[config.mk]
export PLATFORM = sky130hd
export DESIGN_NAME = lcdc_regif
export DESIGN_NICKNAME = d
export VERILOG_FILES = /design/src/rtl/lcdc_pkg.sv /design/src/rtl/lcdc_addr_dec.sv /design/src/rtl/lcdc_geom.sv /design/src/rtl/lcdc_irq.sv /design/src/rtl/lcdc_regif.sv
export SDC_FILE = /design/constraint.sdc
export NUM_CORES = 1
export LEC_CHECK = 0
export BUFFER_PORTS_ARGS = -buffer_cell sky130_fd_sc_hd__buf_2
export CORE_MARGIN = 8
export CORE_UTILIZATION = 45
export CTS_BUF_LIST = sky130_fd_sc_hd__clkbuf_8
export CTS_CLUSTER_DIAMETER = 200
export DETAILED_ROUTE_END_ITERATION = 8
export PLACE_DENSITY = 0.75
export SETUP_SLACK_MARGIN = 0.3
export SLEW_MARGIN = 20
export SYNTH_ARGS = -nofsm -noshare
export SYNTH_HDL_FRONTEND = slang
export SYNTH_SLANG_ARGS = --single-unit
[constraint.sdc]
create_clock -name clk -period 5.1 [get_ports clk]
set_input_delay 0.255 -clock clk [delete_from_list [all_inputs] [get_ports clk]]
set_output_delay 0.255 -clock clk [all_outputs]
set_load 0.01 [all_outputs]
[src/rtl/lcdc_pkg.sv]
// Shared constants, select type and identification values for the
// display controller register block. Assumes a 4 KiB byte-addressed map.
package lcdc_pkg;

    // Word offsets of the low register bank.
    localparam int unsigned WO_UBASE = 4;
    localparam int unsigned WO_LBASE = 5;
    localparam int unsigned WO_SLOT6 = 6;
    localparam int unsigned WO_SLOT7 = 7;
    localparam int unsigned WO_RAW   = 8;
    localparam int unsigned WO_MSTAT = 9;
    localparam int unsigned WO_CLR   = 10;
    localparam int unsigned WO_UCUR  = 11;
    localparam int unsigned WO_LCUR  = 12;
    localparam int unsigned N_TIMING = 4;

    // Control word bit positions.
    localparam int unsigned CB_EN  = 0;
    localparam int unsigned CB_BPP = 1;
    localparam int unsigned CB_BGR = 8;
    localparam int unsigned CB_BEB = 9;
    localparam int unsigned CB_BEP = 10;
    localparam int unsigned CB_PWR = 11;

    // Decoded location of one bus access.
    typedef struct packed {
        logic [N_TIMING-1:0] tim;
        logic ubase;
        logic lbase;
        logic ctrl;
        logic mask;
        logic raw;
        logic mstat;
        logic clr;
        logic ucur;
        logic lcur;
        logic pal;
        logic id;
    } lcdc_sel_t;

    // Identification byte k; newer selects the later variant's values.
    function automatic logic [7:0] lcdc_id_byte(input logic newer, input logic [2:0] k);
        logic [7:0] b;
        case (k)
            3'd0:    b = newer ? 8'h11 : 8'h10;
            3'd1:    b = 8'h11;
            3'd2:    b = newer ? 8'h24 : 8'h04;
            3'd3:    b = 8'h00;
            3'd4:    b = 8'h0D;
            3'd5:    b = 8'hF0;
            3'd6:    b = 8'h05;
            default: b = 8'hB1;
        endcase
        return b;
    endfunction

endpackage

[src/rtl/lcdc_addr_dec.sv]
// Address decoder: maps a byte address to one register select.
// The strap-controlled swap of the mask and control slots happens here.
// It assumes ADDR_W >= 10, so that the palette window and the
// identification block can both be decoded.
module lcdc_addr_dec
    import lcdc_pkg::*;
#(
    parameter int unsigned ADDR_W = 12
) (
    input  logic [ADDR_W-1:0] addr,
    input  logic              swap,
    output lcdc_sel_t         sel,
    output logic              rd_ok,
    output logic              wr_ok
);
    localparam int unsigned WORD_W = ADDR_W - 2;

    logic [WORD_W-1:0]   word;
    logic [N_TIMING-1:0] tim_hit;

    assign word = addr[ADDR_W-1:2];

    // One compare per timing word.
    for (genvar g = 0; g < N_TIMING; g++) begin : g_tim
        assign tim_hit[g] = (word == WORD_W'(g));
    end

    // Decode the remaining single-word registers and the windows.
    always_comb begin
        sel       = '0;
        sel.tim   = tim_hit;
        sel.ubase = (word == WORD_W'(WO_UBASE));
        sel.lbase = (word == WORD_W'(WO_LBASE));
        sel.mask  = swap ? (word == WORD_W'(WO_SLOT7)) : (word == WORD_W'(WO_SLOT6));
        sel.ctrl  = swap ? (word == WORD_W'(WO_SLOT6)) : (word == WORD_W'(WO_SLOT7));
        sel.raw   = (word == WORD_W'(WO_RAW));
        sel.mstat = (word == WORD_W'(WO_MSTAT));
        sel.clr   = (word == WORD_W'(WO_CLR));
        sel.ucur  = (word == WORD_W'(WO_UCUR));
        sel.lcur  = (word == WORD_W'(WO_LCUR));
        sel.pal   = (word[WORD_W-1:7] == (WORD_W-7)'(1));
        sel.id    = &word[WORD_W-1:3];
    end

    // Which locations may be read and which may be written.
    assign rd_ok = (|sel.tim) | sel.ubase | sel.lbase | sel.ctrl | sel.mask |
                   sel.raw | sel.mstat | sel.ucur | sel.lcur | sel.pal | sel.id;
    assign wr_ok = (|sel.tim) | sel.ubase | sel.lbase | sel.ctrl | sel.mask |
                   sel.clr | sel.pal;

endmodule

[src/rtl/lcdc_geom.sv]
// Panel geometry: turns the packed timing fields into a pixel width and a
// line count. Purely combinational, so results follow the stored words.
// It assumes GEOM_W >= 11, which holds the largest result of 1024.
module lcdc_geom #(
    parameter int unsigned GEOM_W = 11
) (
    input  logic [7:0]        t0_low,
    input  logic [9:0]        t1_low,
    output logic [GEOM_W-1:0] width,
    output logic [GEOM_W-1:0] height
);
    logic [6:0]  pairs;
    logic [10:0] lines;

    // Width is 16 pixels per step of the 6-bit field, plus one step.
    assign pairs  = {1'b0, t0_low[7:2]} + 7'd1;
    assign width  = GEOM_W'(pairs) << 4;
    // Height is the 10-bit field plus one.
    assign lines  = {1'b0, t1_low} + 11'd1;
    assign height = GEOM_W'(lines);

endmodule

[src/rtl/lcdc_irq.sv]
// Sticky interrupt status with per-bit clear and a masked request.
// When an event and a clear land on the same bit in one cycle, the event wins.
module lcdc_irq #(
    parameter int unsigned NIRQ = 4
) (
    input  logic            clk,
    input  logic            rst_n,
    input  logic [NIRQ-1:0] evt,
    input  logic            clr_en,
    input  logic [NIRQ-1:0] clr_bits,
    input  logic [NIRQ-1:0] mask,
    output logic [NIRQ-1:0] raw,
    output logic            irq
);
    for (genvar g = 0; g < NIRQ; g++) begin : g_bit
        // Set on an event, otherwise clear on a matching clear bit.
        always_ff @(posedge clk) begin
            if (!rst_n)
                raw[g] <= 1'b0;
            else if (evt[g])
                raw[g] <= 1'b1;
            else if (clr_en && clr_bits[g])
                raw[g] <= 1'b0;
        end
    end

    assign irq = |(raw & mask);

endmodule

[src/rtl/lcdc_regif.sv]
// Display controller register block (top). It stores the timing, base,
// control and mask words, decodes geometry and control fields, passes
// palette-window accesses to an external store, and returns read data
// one cycle after each read strobe.
// Assumes: the palette store answers pal_rd with pal_rdata one cycle later.
// A read and a write in the same cycle are both carried out, and the read
// returns the value from before the write.
module lcdc_regif
    import lcdc_pkg::*;
#(
    parameter int unsigned ADDR_W = 12,
    parameter int unsigned DATA_W = 32,
    parameter int unsigned NIRQ   = 4
) (
    input  logic              clk,
    input  logic              rst_n,
    input  logic [1:0]        ver_sel,
    input  logic              bus_rd,
    input  logic              bus_wr,
    input  logic [ADDR_W-1:0] bus_addr,
    input  logic [DATA_W-1:0] bus_wdata,
    output logic              rsp_valid,
    output logic [DATA_W-1:0] rsp_rdata,
    output logic              err_pulse,
    output logic              cfg_changed,
    input  logic [NIRQ-1:0]   int_evt,
    output logic              irq,
    output logic              pal_rd,
    output logic              pal_wr,
    output logic [6:0]        pal_idx,
    output logic [DATA_W-1:0] pal_wdata,
    input  logic [DATA_W-1:0] pal_rdata,
    output logic [DATA_W-1:0] upper_base,
    output logic [DATA_W-1:0] lower_base,
    output logic [10:0]       panel_width,
    output logic [10:0]       panel_height,
    output logic              active,
    output logic [2:0]        bpp_code,
    output logic              bgr_order,
    output logic              be_bytes,
    output logic              be_pixels
);
    localparam int unsigned PAL_AW = 7;
    localparam int unsigned GEOM_W = 11;

    lcdc_sel_t         sel;
    logic              rd_ok;
    logic              wr_ok;
    logic              wr_go;
    logic              swap;
    logic              newer_id;
    logic [DATA_W-1:0] tim_q [N_TIMING];
    logic [DATA_W-1:0] ubase_q;
    logic [DATA_W-1:0] lbase_q;
    logic [DATA_W-1:0] ctrl_q;
    logic [NIRQ-1:0]   mask_q;
    logic [NIRQ-1:0]   irq_raw;
    logic [DATA_W-1:0] rd_mux;
    logic [DATA_W-1:0] rdata_q;
    logic              pal_q;

    assign swap     = (ver_sel != 2'd0);
    assign newer_id = ver_sel[1];
    assign wr_go    = bus_wr & wr_ok;

    lcdc_addr_dec #(.ADDR_W(ADDR_W)) u_dec (
        .addr  (bus_addr),
        .swap  (swap),
        .sel   (sel),
        .rd_ok (rd_ok),
        .wr_ok (wr_ok)
    );

    // Timing words: one register per word.
    for (genvar g = 0; g < N_TIMING; g++) begin : g_timreg
        // Capture the timing word on a write to its address.
        always_ff @(posedge clk) begin
            if (!rst_n)
                tim_q[g] <= '0;
            else if (bus_wr && sel.tim[g])
                tim_q[g] <= bus_wdata;
        end
    end

    // Capture the bases, control word and mask.
    always_ff @(posedge clk) begin
        if (!rst_n) begin
            ubase_q <= '0;
            lbase_q <= '0;
            ctrl_q  <= '0;
            mask_q  <= '0;
        end else if (bus_wr) begin
            if (sel.ubase) ubase_q <= bus_wdata;
            if (sel.lbase) lbase_q <= bus_wdata;
            if (sel.ctrl)  ctrl_q  <= bus_wdata;
            if (sel.mask)  mask_q  <= bus_wdata[NIRQ-1:0];
        end
    end

    lcdc_irq #(.NIRQ(NIRQ)) u_irq (
        .clk      (clk),
        .rst_n    (rst_n),
        .evt      (int_evt),
        .clr_en   (bus_wr & sel.clr),
        .clr_bits (bus_wdata[NIRQ-1:0]),
        .mask     (mask_q),
        .raw      (irq_raw),
        .irq      (irq)
    );

    lcdc_geom #(.GEOM_W(GEOM_W)) u_geom (
        .t0_low (tim_q[0][7:0]),
        .t1_low (tim_q[1][9:0]),
        .width  (panel_width),
        .height (panel_height)
    );

    // Select the read value for the addressed register.
    always_comb begin
        rd_mux = '0;
        for (int i = 0; i < N_TIMING; i++)
            if (sel.tim[i]) rd_mux = tim_q[i];
        if (sel.ubase || sel.ucur) rd_mux = ubase_q;
        if (sel.lbase || sel.lcur) rd_mux = lbase_q;
        if (sel.ctrl)  rd_mux = ctrl_q;
        if (sel.mask)  rd_mux = DATA_W'(mask_q);
        if (sel.raw)   rd_mux = DATA_W'(irq_raw);
        if (sel.mstat) rd_mux = DATA_W'(irq_raw & mask_q);
        if (sel.id)    rd_mux = DATA_W'(lcdc_id_byte(newer_id, bus_addr[4:2]));
    end

    // Register the read response, the error flag and the change flag.
    always_ff @(posedge clk) begin
        if (!rst_n) begin
            rsp_valid   <= 1'b0;
            rdata_q     <= '0;
            pal_q       <= 1'b0;
            err_pulse   <= 1'b0;
            cfg_changed <= 1'b0;
        end else begin
            rsp_valid   <= bus_rd;
            rdata_q     <= bus_rd ? rd_mux : '0;
            pal_q       <= bus_rd & sel.pal;
            err_pulse   <= (bus_rd & ~rd_ok) | (bus_wr & ~wr_ok);
            cfg_changed <= wr_go;
        end
    end

    assign rsp_rdata = pal_q ? pal_rdata : rdata_q;

    // Palette window pass-through.
    assign pal_rd    = bus_rd & sel.pal;
    assign pal_wr    = bus_wr & sel.pal;
    assign pal_idx   = bus_addr[PAL_AW+1:2];
    assign pal_wdata = bus_wdata;

    // Decoded outputs.
    assign upper_base = ubase_q;
    assign lower_base = lbase_q;
    assign active     = ctrl_q[CB_EN] & ctrl_q[CB_PWR];
    assign bpp_code   = ctrl_q[CB_BPP+2:CB_BPP];
    assign bgr_order  = ctrl_q[CB_BGR];
    assign be_bytes   = ctrl_q[CB_BEB];
    assign be_pixels  = ctrl_q[CB_BEP];

endmodule

; Word-level counts from Yosys, hierarchy flattened
; Memory sizes are Yosys's and may differ from the RTL's.
; Index checks and enable logic that the tools add are counted.
[totals]
inputBits = 86
wordCells = 134
ramBits = 128
regBits = 140
out_inout_bits = 170
memories = 1
[classes]
bitwise_logic = 30
eq_ne = 19
n_addsub = 2
n_mux = 42
n_reduce_logical = 26
[mem_list]
columns = name, depth, width, rd, rd_clocked_by_memory_dff, write_ports, line_no
row1 = tim_q, 4, 32, 4, 0, 4, lcdc_regif.sv:52  ; logic [DATA_W-1:0] tim_q [N_TIMING];
[ops]
columns = operator, count
row1 = two-way mux 32 bit, 15
row2 = case mux 8 bit (7 select lines), 1
row3 = "== test 10 x 4 -> 1 bit, second input constant", 5
row4 = "== test 10 x 3 -> 1 bit, second input constant", 4
row5 = two-way mux 1 bit, 24
row6 = "== test 10 x 2 -> 1 bit, second input constant", 2
row7 = OR 1 bit, 17
row8 = "adder 10 x 1 -> 11 bit, second input constant", 1
row9 = "== test 10 x 1 -> 1 bit, second input constant", 1
row10 = logical NOT 10 bit, 1
row11 = AND reduction 2 bit, 5
row12 = nonzero test 2 bit, 5
row13 = "== test 3 bit, second input constant", 3
row14 = bitwise AND 4 bit, 2
row15 = logical AND 1 bit, 8
row16 = two-way mux 8 bit, 1
row17 = OR reduction 4 bit, 2
row18 = "adder 6 x 1 -> 7 bit, second input constant", 1
row19 = bitwise AND 1 bit, 7
row20 = AND reduction 7 bit, 1
row21 = "== test 3 x 1 -> 1 bit, second input constant", 2
row22 = "== test 3 x 2 -> 1 bit, second input constant", 2
row23 = two-way mux 6 bit, 1
row24 = NOT 1 bit, 4
row25 = other kinds (3), 4

; Logic depth before layout (Yosys ltp)
; Gate-level depths: netlist of run 1.
[logic_depth]
depth_word = 15
depth_mapped = 8
ltp_nobuf = 6

; By module
; A second synthesis of run 1 with hierarchy kept.
[hier_totals]
cells_unflattened = 1316
hier_area_um2 = 12779.8
[modules_own_cells]
columns = mod, area_per_inst_um2, seq_area_each_um2, cells_per_inst, n_inst
row1 = lcdc_regif, 12111.6, 6566.3, 1220, 1
row2 = lcdc_geom, 272.8, 0.0, 38, 1
row3 = lcdc_addr_dec, 236.5, 0.0, 39, 1
row4 = lcdc_irq, 158.9, 80.1, 19, 1

; Worst setup path after synthesis of run 1
; Ideal clock, no wire load.
[synth_path]
kind = input to register
from = in bus_addr[6]
to = mem tim_q[2][0], enable pin
stages = 4
t_arrival_ns = 3.523
path_buffers = 0
setup_slack_ns = 1.107
required_ns = 4.630
setup_ns = 0.470
path_cell_list = or4_4 nor3_2 nand2_1 o31ai_1
[synth_lines]
columns = element, line_no
row1 = "start, declared", lcdc_regif.sv:20  ; input logic [ADDR_W-1:0] bus_addr,
row2 = "end, declared", lcdc_regif.sv:52

; Worst setup path in the final report of run 1
[layout_path]
from = in bus_addr[10]
to = reg ctrl_q[24]
[layout_via]
elab_chain_len = 3
word_cells_on_any_way = 4
classes_between = 2 x eq/ne / 1 x mux / 1 x reduce/logical
[layout_lines]
columns = element, line_no
row1 = == test 10 x 3 -> 1 bit, lcdc_addr_dec.sv:35  ; sel.ctrl = swap ? (word == WORD_W'(WO_SLOT6)) : (word == WORD_W'(WO_SLOT7));
row2 = two-way mux 1 bit (*), lcdc_addr_dec.sv:35
row3 = AND reduction 2 bit (no line) (*), -
row4 = "end signal, assigned", lcdc_regif.sv:95  ; if (sel.ctrl) ctrl_q <= bus_wdata;
row5 = "end, declared", lcdc_regif.sv:55  ; logic [DATA_W-1:0] ctrl_q;
; Every way passes the cells marked *; elsewhere a longest branch is shown, timed or not.
; A chain may end at the register's enable or synchronous reset.

==> impl_metrics.tcl, run 1 <==
set metrics [dict create \
    die_y_um 182.8 \
    cts_tree "built" \
    viasPerCell 5.502 \
    num_antenna_cells 0 \
    cts_buffers 45 \
    worst_pin_slew_ps 1162 \
    period_share_pct 54.82 \
    grt_setup_unrepaired "no" \
    die_w_um 182.8 \
    critical_path_peak_fanout 32 \
    dpl_cell_area_um2 13760 \
    clkTransAtPathRegs_ps 60 \
    gr-total-overflow 0 \
    busiest_layer "met2" \
    portBuffers 249 \
    use_met2_pct 37.17 \
    initial_core_util_pct 45.32 \
    ios 256 \
    slew_headroom_pct 22.33 \
    yosys_warnings 0 \
    dp_cells 1751 \
    antenna_found_initial 0 \
    insertion_delay_ps 560 \
    drt_iter0_drc 1083 \
    wl_mm 39.04 \
    cts_hold_buf 24 \
    synth_cell_types 60 \
    finalHoldViolations 0 \
    synth_seq_cells 268 \
    maxCapViolCount 0 \
    cts-resized-gates 0 \
    end_kind "flip-flop" \
    worstPathRequired_ps 5580 \
    clkSinkCount 268 \
    grt_usage_pct 22.53 \
    post_drt_wl_per_cell_um 20.99 \
    vias 10230 \
    synthArstFlopShare_pct 0 \
    p_per_area_nw_per_um2 303.9 \
    num_rows 61 \
    nets 1533 \
    finalCriticalPeriod_ps 2796 \
    htree_levels 2 \
    path_class "in -> reg" \
    final_core_util_pct 54.01 \
    place_congestion 0.8884 \
    peakVddDrop_mv 0.1779 \
    finalNonFillerCells 1860 \
    fin_skew_ps 30.39 \
    grt_pass1_vias 10180 \
    setup_viol 0 \
    ctsRootBufferMaster "clkbuf_8" \
    hpwl_mm 24.76 \
    use_met3_pct 4.927 \
    synthesis.instances 1237 \
    status "finished, final reports clean" \
    core_area_um2 27630 \
    syn_area_per_cell_um2 10.12 \
    min_path_type "in -> reg" \
    drive_gt1_share_pct 26.32 \
    tns_ps 0 \
    die_area_um2 33420 \
    timing.fmax_mhz 357.7 \
    drtAntennaViolNets 0 \
    drc 0 \
    syn_area_um2 12520 \
    ys_seq_area_share_pct 53.08 \
    fill_cells 2466 \
    p_leak_nw 5.884 \
    synth_edf_count 128 \
    grt_max_degree 80 \
    cts_setup_buffers 0 \
    final_area_um2 14920 \
    clk_path_buf_depth 3 \
    synth_top_flop_cell "dfxtp_1" \
    slew_violations 0 \
    synthToLayoutAreaGrowth_pct 19.18 \
    worstPathArrival_ps 3270 \
    grt_pass1_wl_mm 59.22 \
    use_met1_pct 28.41 \
    cp-start-kind "input pin" \
    firstDrtPassIters 6 \
]
[sequential cells by signal, indices dropped and copies added (netlist names)]
signal       count
cfg_changed      1
ctrl_q          32
err_pulse        1
lower_base      32
mask_q           4
pal_q            1
rdata_q         32
rsp_valid        1
tim_q          128
u_irq.raw        4
upper_base      32
[worst max-delay path: stages]
cell and delay, ps:
buf_2 170, nor2_1 740, nand4_2 430, nor2_2 540
and2_2 810, nand2_1 130, a21boi_1 180
[synthesized netlist by cell type, types with 29 or more instances]
cell,number,area share [%]
nand2_1,260,7.8
dfxtp_1,140,22
and2_1,133,6.6
edfxtp_1,128,31
a21boi_1,80,4.8
buf_4,48,2.9
clkbuf_1,42,1.3
o21ai_0,42,1.7
a22oi_1,36,2.2
buf_2,34,1.4
mux2_2,32,2.9
mux2i_1,29,2.3
[stage by stage]
step | power, mW | hold WS (ps) | worst slack [ps]
final | 4.534 | 19.85 | 2304
after detailed placement | 2.670 | 443.9 | 1800
after floorplan | 2.542 | 378.9 | 1107
after global placement | 2.659 | 436.3 | 1851
after global routing | 4.695 | 6.652 | 2135
after CTS | 4.558 | 1.949 | 2368
[cell type report]
type                    instances  area, um^2  share of cell area [%]
multi-input cells             837        5243                   35.13
flip-flops and latches        268        6648                   44.55
repair buffers                289        1633                   10.94
well taps                     378       473.0                   3.170
clock buffers                  58       798.3                   5.350
inverters                       4       15.01                  0.1006
clock inverters                26       112.6                  0.7547
[metal layers]
layer  share of wire [%]  routed length (um)
met1                  41               16070
met2                  47               18290
met3                 8.5                3313
met4                 3.5                1370
met5                   0                   0
[cells in the final DEF, fill, tap and decap left out, types with 4 or more instances in the layout]
cell type	instances
a21boi_0	24
a21boi_1	80
a21oi_1	22
a221o_1	6
a221oi_1	5
a222oi_1	15
a22oi_1	36
a31oi_1	13
and2_1	131
and3_1	9
buf_2	248
buf_4	15
clkbuf_8	58
conb_1	4
dfxtp_1	139
dlygate4sd3_1	24
edfxtp_1	128
inv_1	25
mux2_2	32
mux2i_1	29
mux4_2	4
nand2_1	258
nand3_1	18
nand4_1	5
nor2_1	21
nor3_1	5
o21a_1	5
o21ai_0	40
or3_1	6
xnor2_1	8
xor2_1	5
[where the power goes]
| group | switching, mW | internal, mW | total, mW |
|---|---|---|---|
| clock network | 0.871 | 1.02 | 1.89 |
| registers | 0.0268 | 2.31 | 2.33 |
| logic | 0.189 | 0.118 | 0.307 |
[cell families (layout without fill, tap and decap cells)]
group                      Yosys count  after routing  share of synthesized area, %
other                                1              4                       0.02995
buffers and inverters              135            377                         5.886
adders and majority gates            2              2                        0.1998
and+or+nand+nor                    487            487                         18.87
AOI/OAI and AO/OA                  265            265                         14.98
DFF                                268            268                         53.08
muxes                               65             65                         5.916
xor gates and xnor gates            14             14                         1.039
[final timing paths]
path	start	to	slack, ps	depth (start not counted)
max	bus_addr[10]	ctrl_q[24]$_SDFFE_PN0P_	2300	7
min	bus_wdata[14]	upper_base[14]$_SDFFE_PN0P_	20	3
max reg2reg	tim_q[3][2]$_SDFFCE_PN0P_	rdata_q[2]$_SDFF_PN0_	3250	6
min reg2reg	ctrl_q[26]$_SDFFE_PN0P_	ctrl_q[26]$_SDFFE_PN0P_	450	2
(Power assumes the default switching activity.)
==> run 2, diff against run 1 <==
==> constraint.sdc (replaced) <==
create_clock -name clk -period 2.66 [get_ports clk]
set_input_delay 0.133 -clock clk [delete_from_list [all_inputs] [get_ports clk]]
set_output_delay 0.133 -clock clk [all_outputs]
set_load 0.01 [all_outputs]
==> impl_metrics.tcl, run 2 (synthesized netlist as in run 1, its figures left out) <==
set metrics [dict create \
    status "finished, final reports clean" \
    ios 256 \
    vias 10590 \
    worstPathRequired_ps 3060 \
    p_leak_nw 6.082 \
    grt_setup_unrepaired "no" \
    critical_path_peak_fanout 24 \
    timing.fmax_mhz 441.3 \
    finalCriticalPeriod_ps 2266 \
    period_share_pct 85.19 \
    cp_top_family "simple AND/OR/NAND/NOR gates" \
    end_kind "flip-flop" \
    clkTransAtPathRegs_ps 60 \
    slew_violations 0 \
    cp_common_cell "buf_4" \
    dp_cells 1784 \
    p_per_area_nw_per_um2 556.4 \
    final_cell_mix "nand2_1, buf_2, dfxtp_1, and2_1, edfxtp_1" \
    drt_iter0_drc 923 \
    die_area_um2 33420 \
    clk_path_buf_depth 3 \
    post_drt_wl_per_cell_um 20.65 \
    grt_max_degree 60 \
    setup_viol 0 \
    grt_pass1_vias 10500 \
    maxCapViolCount 0 \
    insertion_delay_ps 540 \
    place_congestion 0.8924 \
    p_total_mw 8.499 \
    finalHoldViolations 0 \
    drtAntennaViolNets 0 \
    finalNonFillerCells 1903 \
    cts_tree "built" \
    cpPeakStageDelay_ps 540 \
    slowest_stage "dlygate4sd3_1" \
    min_path_type "in -> reg" \
    cts_buffers 45 \
    gr-total-overflow 0 \
    ctsRootBufferMaster "clkbuf_8" \
    portBuffers 249 \
    num_rows 61 \
    wl_mm 39.29 \
    layout_commonest_cell "nand2_1" \
    initial_core_util_pct 45.32 \
    regMostFlops "tim_q" \
    path_class "in -> reg" \
    htree_levels 2 \
    slew_headroom_pct 60.53 \
    worst_pin_slew_ps 592.0 \
    core_area_um2 27630 \
    peakVddDrop_mv 0.3149 \
    firstDrtPassIters 5 \
    hpwl_mm 26.49 \
    drc 0 \
    worstPathArrival_ps 2660 \
    drive_gt1_share_pct 27.17 \
    timing.critical_path.buf_inv 4 \
    nets 1578 \
    synthToLayoutAreaGrowth_pct 21.98 \
    clkSinkCount 268 \
    fill_cells 2381 \
    antenna_found_initial 0 \
    viasPerCell 5.566 \
    die_y_um 182.8 \
    largest_reg_flops 128 \
    fin_skew_ps 14.68 \
    grt_pass1_wl_mm 59.90 \
    cp-start-kind "input pin" \
    die_w_um 182.8 \
    worstPathCellList "dlygate4sd3_1 > buf_2 > or4_4 > nor3_2 > and2_2 > buf_4 > and3_1 > buf_4 > and2_1" \
    grt_usage_pct 22.77 \
]
[run 2: changes by cell type in the layout (fill, tap and decap cells not counted), moves of 2 or more]
cell and change:
buf_12 +6, buf_4 +28, clkbuf_8 -8, clkinv_1 +2, clkinvlp_4 +2, dlygate4sd3_1 +13
inv_1 +2
[run 2: worst paths after layout]
| check | start | to | slack (ps) | depth (start not counted) |
|---|---|---|---|---|
| worst max register to register | tim_q[3][2]$_SDFFCE_PN0P_ | rdata_q[2]$_SDFF_PN0_ | 800 | 6 |
| worst min-delay path | bus_addr[2] | rdata_q[6]$_SDFF_PN0_ | 50 | 3 |
| worst max-delay path | bus_addr[9] | tim_q[3][2]$_SDFFCE_PN0P_ | 390 | 9 |
| worst min register to register | ctrl_q[21]$_SDFFE_PN0P_ | ctrl_q[21]$_SDFFE_PN0P_ | 450 | 2 |
[run 2: layout make-up]
type	count	area, um^2	area share (%)
Antenna cell	1	2.502	0.01638
Clock buffer	50	688.2	4.506
Clock inverter	31	152.6	0.9994
Inverter	4	15.01	0.09830
Multi-Input combinational cell	837	5240	34.31
Sequential cell	268	6648	43.52
Tap cell	378	473.0	3.097
Timing Repair Buffer	334	2054	13.45
[run 2: what timing repair did]
action / 4_1_cts / 5_1_grt
resized for setup: 0 / 0
hold buffers: 37 / 0
setup buffers: 0 / 0
hold endpoints to repair: 187 / 0
[run 2: stage by stage]
step	instance area (um^2)	TNS, ps	util, %	hold WS, ps	setup slack [ps]
after floorplan	12540	-22410	-	256.9	-236.7
after global placement	14060	0	50.89	345.1	427.1
after detailed placement	14060	0	50.89	344.3	364.6
after CTS	15270	0	55.27	23.73	447.8
after global routing	15270	0	55.27	40.97	346.5
final	15270	0	55.28	46.17	394.0
[run 2: metal layers]
metal  global-route usage, %  wire [um]  vias to the layer above
li1                        -          -                     4810
met1                   27.79      15370                     5122
met2                   38.74      18880                      568
met3                   4.927       3720                       93
met4                   9.271       1329                        0
met5                       0          0                        -
[run 2: where the power goes]
part	switching [mW]	internal (mW)
Combinational	0.374	0.256
Clock	1.58	1.81
Sequential	0.0511	4.42
Total	2.01	6.49
[run 2: tightest hold or removal path, stage by stage]
cell     delay (ps)
buf_2           200
nand3_1         120
o31ai_1          70
==> run 3, diff against run 2 <==
--- a/config.mk
+++ b/config.mk
@@ -6,7 +6,6 @@
 export NUM_CORES = 1
 export LEC_CHECK = 0
 export BUFFER_PORTS_ARGS = -buffer_cell sky130_fd_sc_hd__buf_2
-export CORE_MARGIN = 8
 export CORE_UTILIZATION = 45
 export CTS_BUF_LIST = sky130_fd_sc_hd__clkbuf_8
 export CTS_CLUSTER_DIAMETER = 200
==> impl_metrics.tcl, run 3 (synthesized netlist as in run 1, its figures left out) <==
set metrics [dict create \
    final_cell_mix "nand2_1, buf_2, dfxtp_1, and2_1, edfxtp_1" \
    dp_worst_setup_slack_ps 414.5 \
    cts_setup_buffers 0 \
    p_per_area_nw_per_um2 561.5 \
    finalHoldViolations 0 \
    grt_setup_unrepaired "no" \
    ios 256 \
    layout_commonest_cell "nand2_1" \
    peakVddDrop_mv 0.2565 \
    r2r_end "rdata_q[2]$_SDFF_PN0_" \
    fin_ws_ps 399.6 \
    timing.critical_path.buf_inv 2 \
    viasPerCell 5.461 \
    cp-start-kind "flip-flop" \
    num_antenna_cells 0 \
    grt_pass1_wl_mm 57.55 \
    portBuffers 249 \
    p_leak_nw 6.100 \
    grt_max_degree 101 \
    drtAntennaViolNets 0 \
    setup_viol 0 \
    hold_start "bus_addr[9]" \
    rr_startpoint "tim_q[3][2]$_SDFFCE_PN0P_" \
    grt_usage_pct 26.36 \
    post_drt_wl_per_cell_um 19.97 \
    busiest_layer "met2" \
    fin_skew_ps 17.57 \
    htree_levels 2 \
    place_congestion 0.9167 \
    holdPathEnd "cfg_changed$_SDFF_PN0_" \
    rr_worst_depth 6 \
    clk_path_buf_depth 3 \
    status "finished, final reports clean" \
    final_core_util_pct 56.54 \
    worstPathCellList "buf_4 > mux2_2 > buf_2" \
    p_sw_share_pct 23.72 \
    insertion_delay_ps 560 \
    antenna_found_initial 0 \
    firstDrtPassIters 5 \
    intPower_mw 6.563 \
    regMostFlops "tim_q" \
    largest_reg_flops 128 \
    hpwl_mm 24.84 \
    slowest_stage "dfxtp_2" \
    p_total_mw 8.604 \
    drc 0 \
    timing.fmax_mhz 442.4 \
    hold_depth 3 \
    ctsRootBufferMaster "clkbuf_8" \
    path_class "reg -> out" \
    synthToLayoutAreaGrowth_pct 22.38 \
    grt_pass1_vias 10140 \
    clkTransAtPathRegs_ps 70 \
    die_y_um 168.8 \
    cts_tree "built" \
    die_w_um 168.8 \
    seqPwrFrac_pct 52.0 \
    min_path_type "in -> reg" \
    cpPeakStageDelay_ps 760 \
    gr-total-overflow 0 \
    maxCapViolCount 0 \
    cts_buffers 44 \
    initial_core_util_pct 46.20 \
    cp_top_family "flip-flops" \
    critical_path_peak_fanout 18 \
    core_area_um2 27100 \
    drive_gt1_share_pct 27.14 \
    slew_headroom_pct 35.58 \
    use_met1_pct 33.50 \
    use_met2_pct 45.17 \
    worstPathRequired_ps 2530 \
    die_area_um2 28500 \
    vias 10380 \
    fill_cells 2310 \
    r2r_setup_slack_ps 820 \
    num_rows 60 \
    nets 1583 \
    worstPathArrival_ps 2130 \
    drt_iter0_drc 1036 \
    comb_power_share_pct 7.3 \
    clockPowerShare_pct 40.7 \
    slew_violations 0 \
    power.switching_mw 2.041 \
    finalCriticalPeriod_ps 2260 \
    use_met3_pct 4.653 \
    clkSinkCount 268 \
    worst_pin_slew_ps 966.3 \
    period_share_pct 84.98 \
    wl_mm 37.97 \
    end_kind "primary output" \
]
run 3: power by group through the flow:
stage	clock network [mW]	registers [mW]	logic, mW
after detailed placement	0	4.56	0.578
final	3.50	4.47	0.628
after floorplan	0	4.54	0.329
after global routing	3.74	4.48	0.672
after global placement	0	4.55	0.572
after CTS	3.55	4.47	0.625
run 3: layout make-up:
| class | instances | area (um^2) | share of cell area [%] |
|---|---|---|---|
| clock inverters | 31 | 181.4 | 1.184 |
| repair buffers | 340 | 2097 | 13.69 |
| inverters | 4 | 15.01 | 0.09798 |
| multi-input cells | 837 | 5243 | 34.21 |
| flip-flops and latches | 268 | 6648 | 43.38 |
| clock buffers | 49 | 674.4 | 4.401 |
| well taps | 372 | 465.4 | 3.037 |
run 3: repair_timing:
item,CTS,global route
hold endpoints to repair,200,0
resized for setup,0,1
endpoints found under the setup margin,0,15
hold buffers,41,0
run 3: worst max path at each step:
| stage | to | from | slack, ps | depth (start not counted) |
|---|---|---|---|---|
| after global placement | rdata_q[0]$_SDFF_PN0_ | bus_addr[6] | 420 | 8 |
| after CTS | rsp_rdata[27] | pal_q$_SDFF_PN0_ | 360 | 3 |
| after detailed placement | ctrl_q[0]$_SDFFE_PN0P_ | bus_addr[6] | 410 | 8 |
| after global routing | lower_base[9]$_SDFFE_PN0P_ | bus_addr[2] | 330 | 9 |
| final | rsp_rdata[26] | pal_q$_SDFF_PN0_ | 400 | 3 |
| after floorplan | tim_q[0][0]$_SDFFCE_PN0P_ | bus_addr[6] | -240 | 4 |
run 3: metal layers:
layer / part of all wire, % / routed length [um]
met5: 0 / 0
met4: 2.4 / 923
met3: 6.8 / 2578
met2: 49 / 18450
met1: 42 / 16020
run 3: tightest hold or removal path: stages:
cell and delay [ps]:
buf_2 160, o21ai_0 130, a21oi_1 140
run 3: per-stage QoR:
| step | TNS (ps) | hold slack [ps] | instances | instance area, um^2 |
|---|---|---|---|---|
| finish | 0 | 49.38 | 1901 | 15320 |
| global route | 0 | 43.14 | 1901 | 15320 |
| CTS | 0 | 18.57 | 1901 | 15320 |
| detailed placement | 0 | 349.2 | 1780 | 14050 |
| global placement | 0 | 353.6 | 1780 | 14050 |
| floorplan | -22410 | 256.9 | 1240 | 12540 |
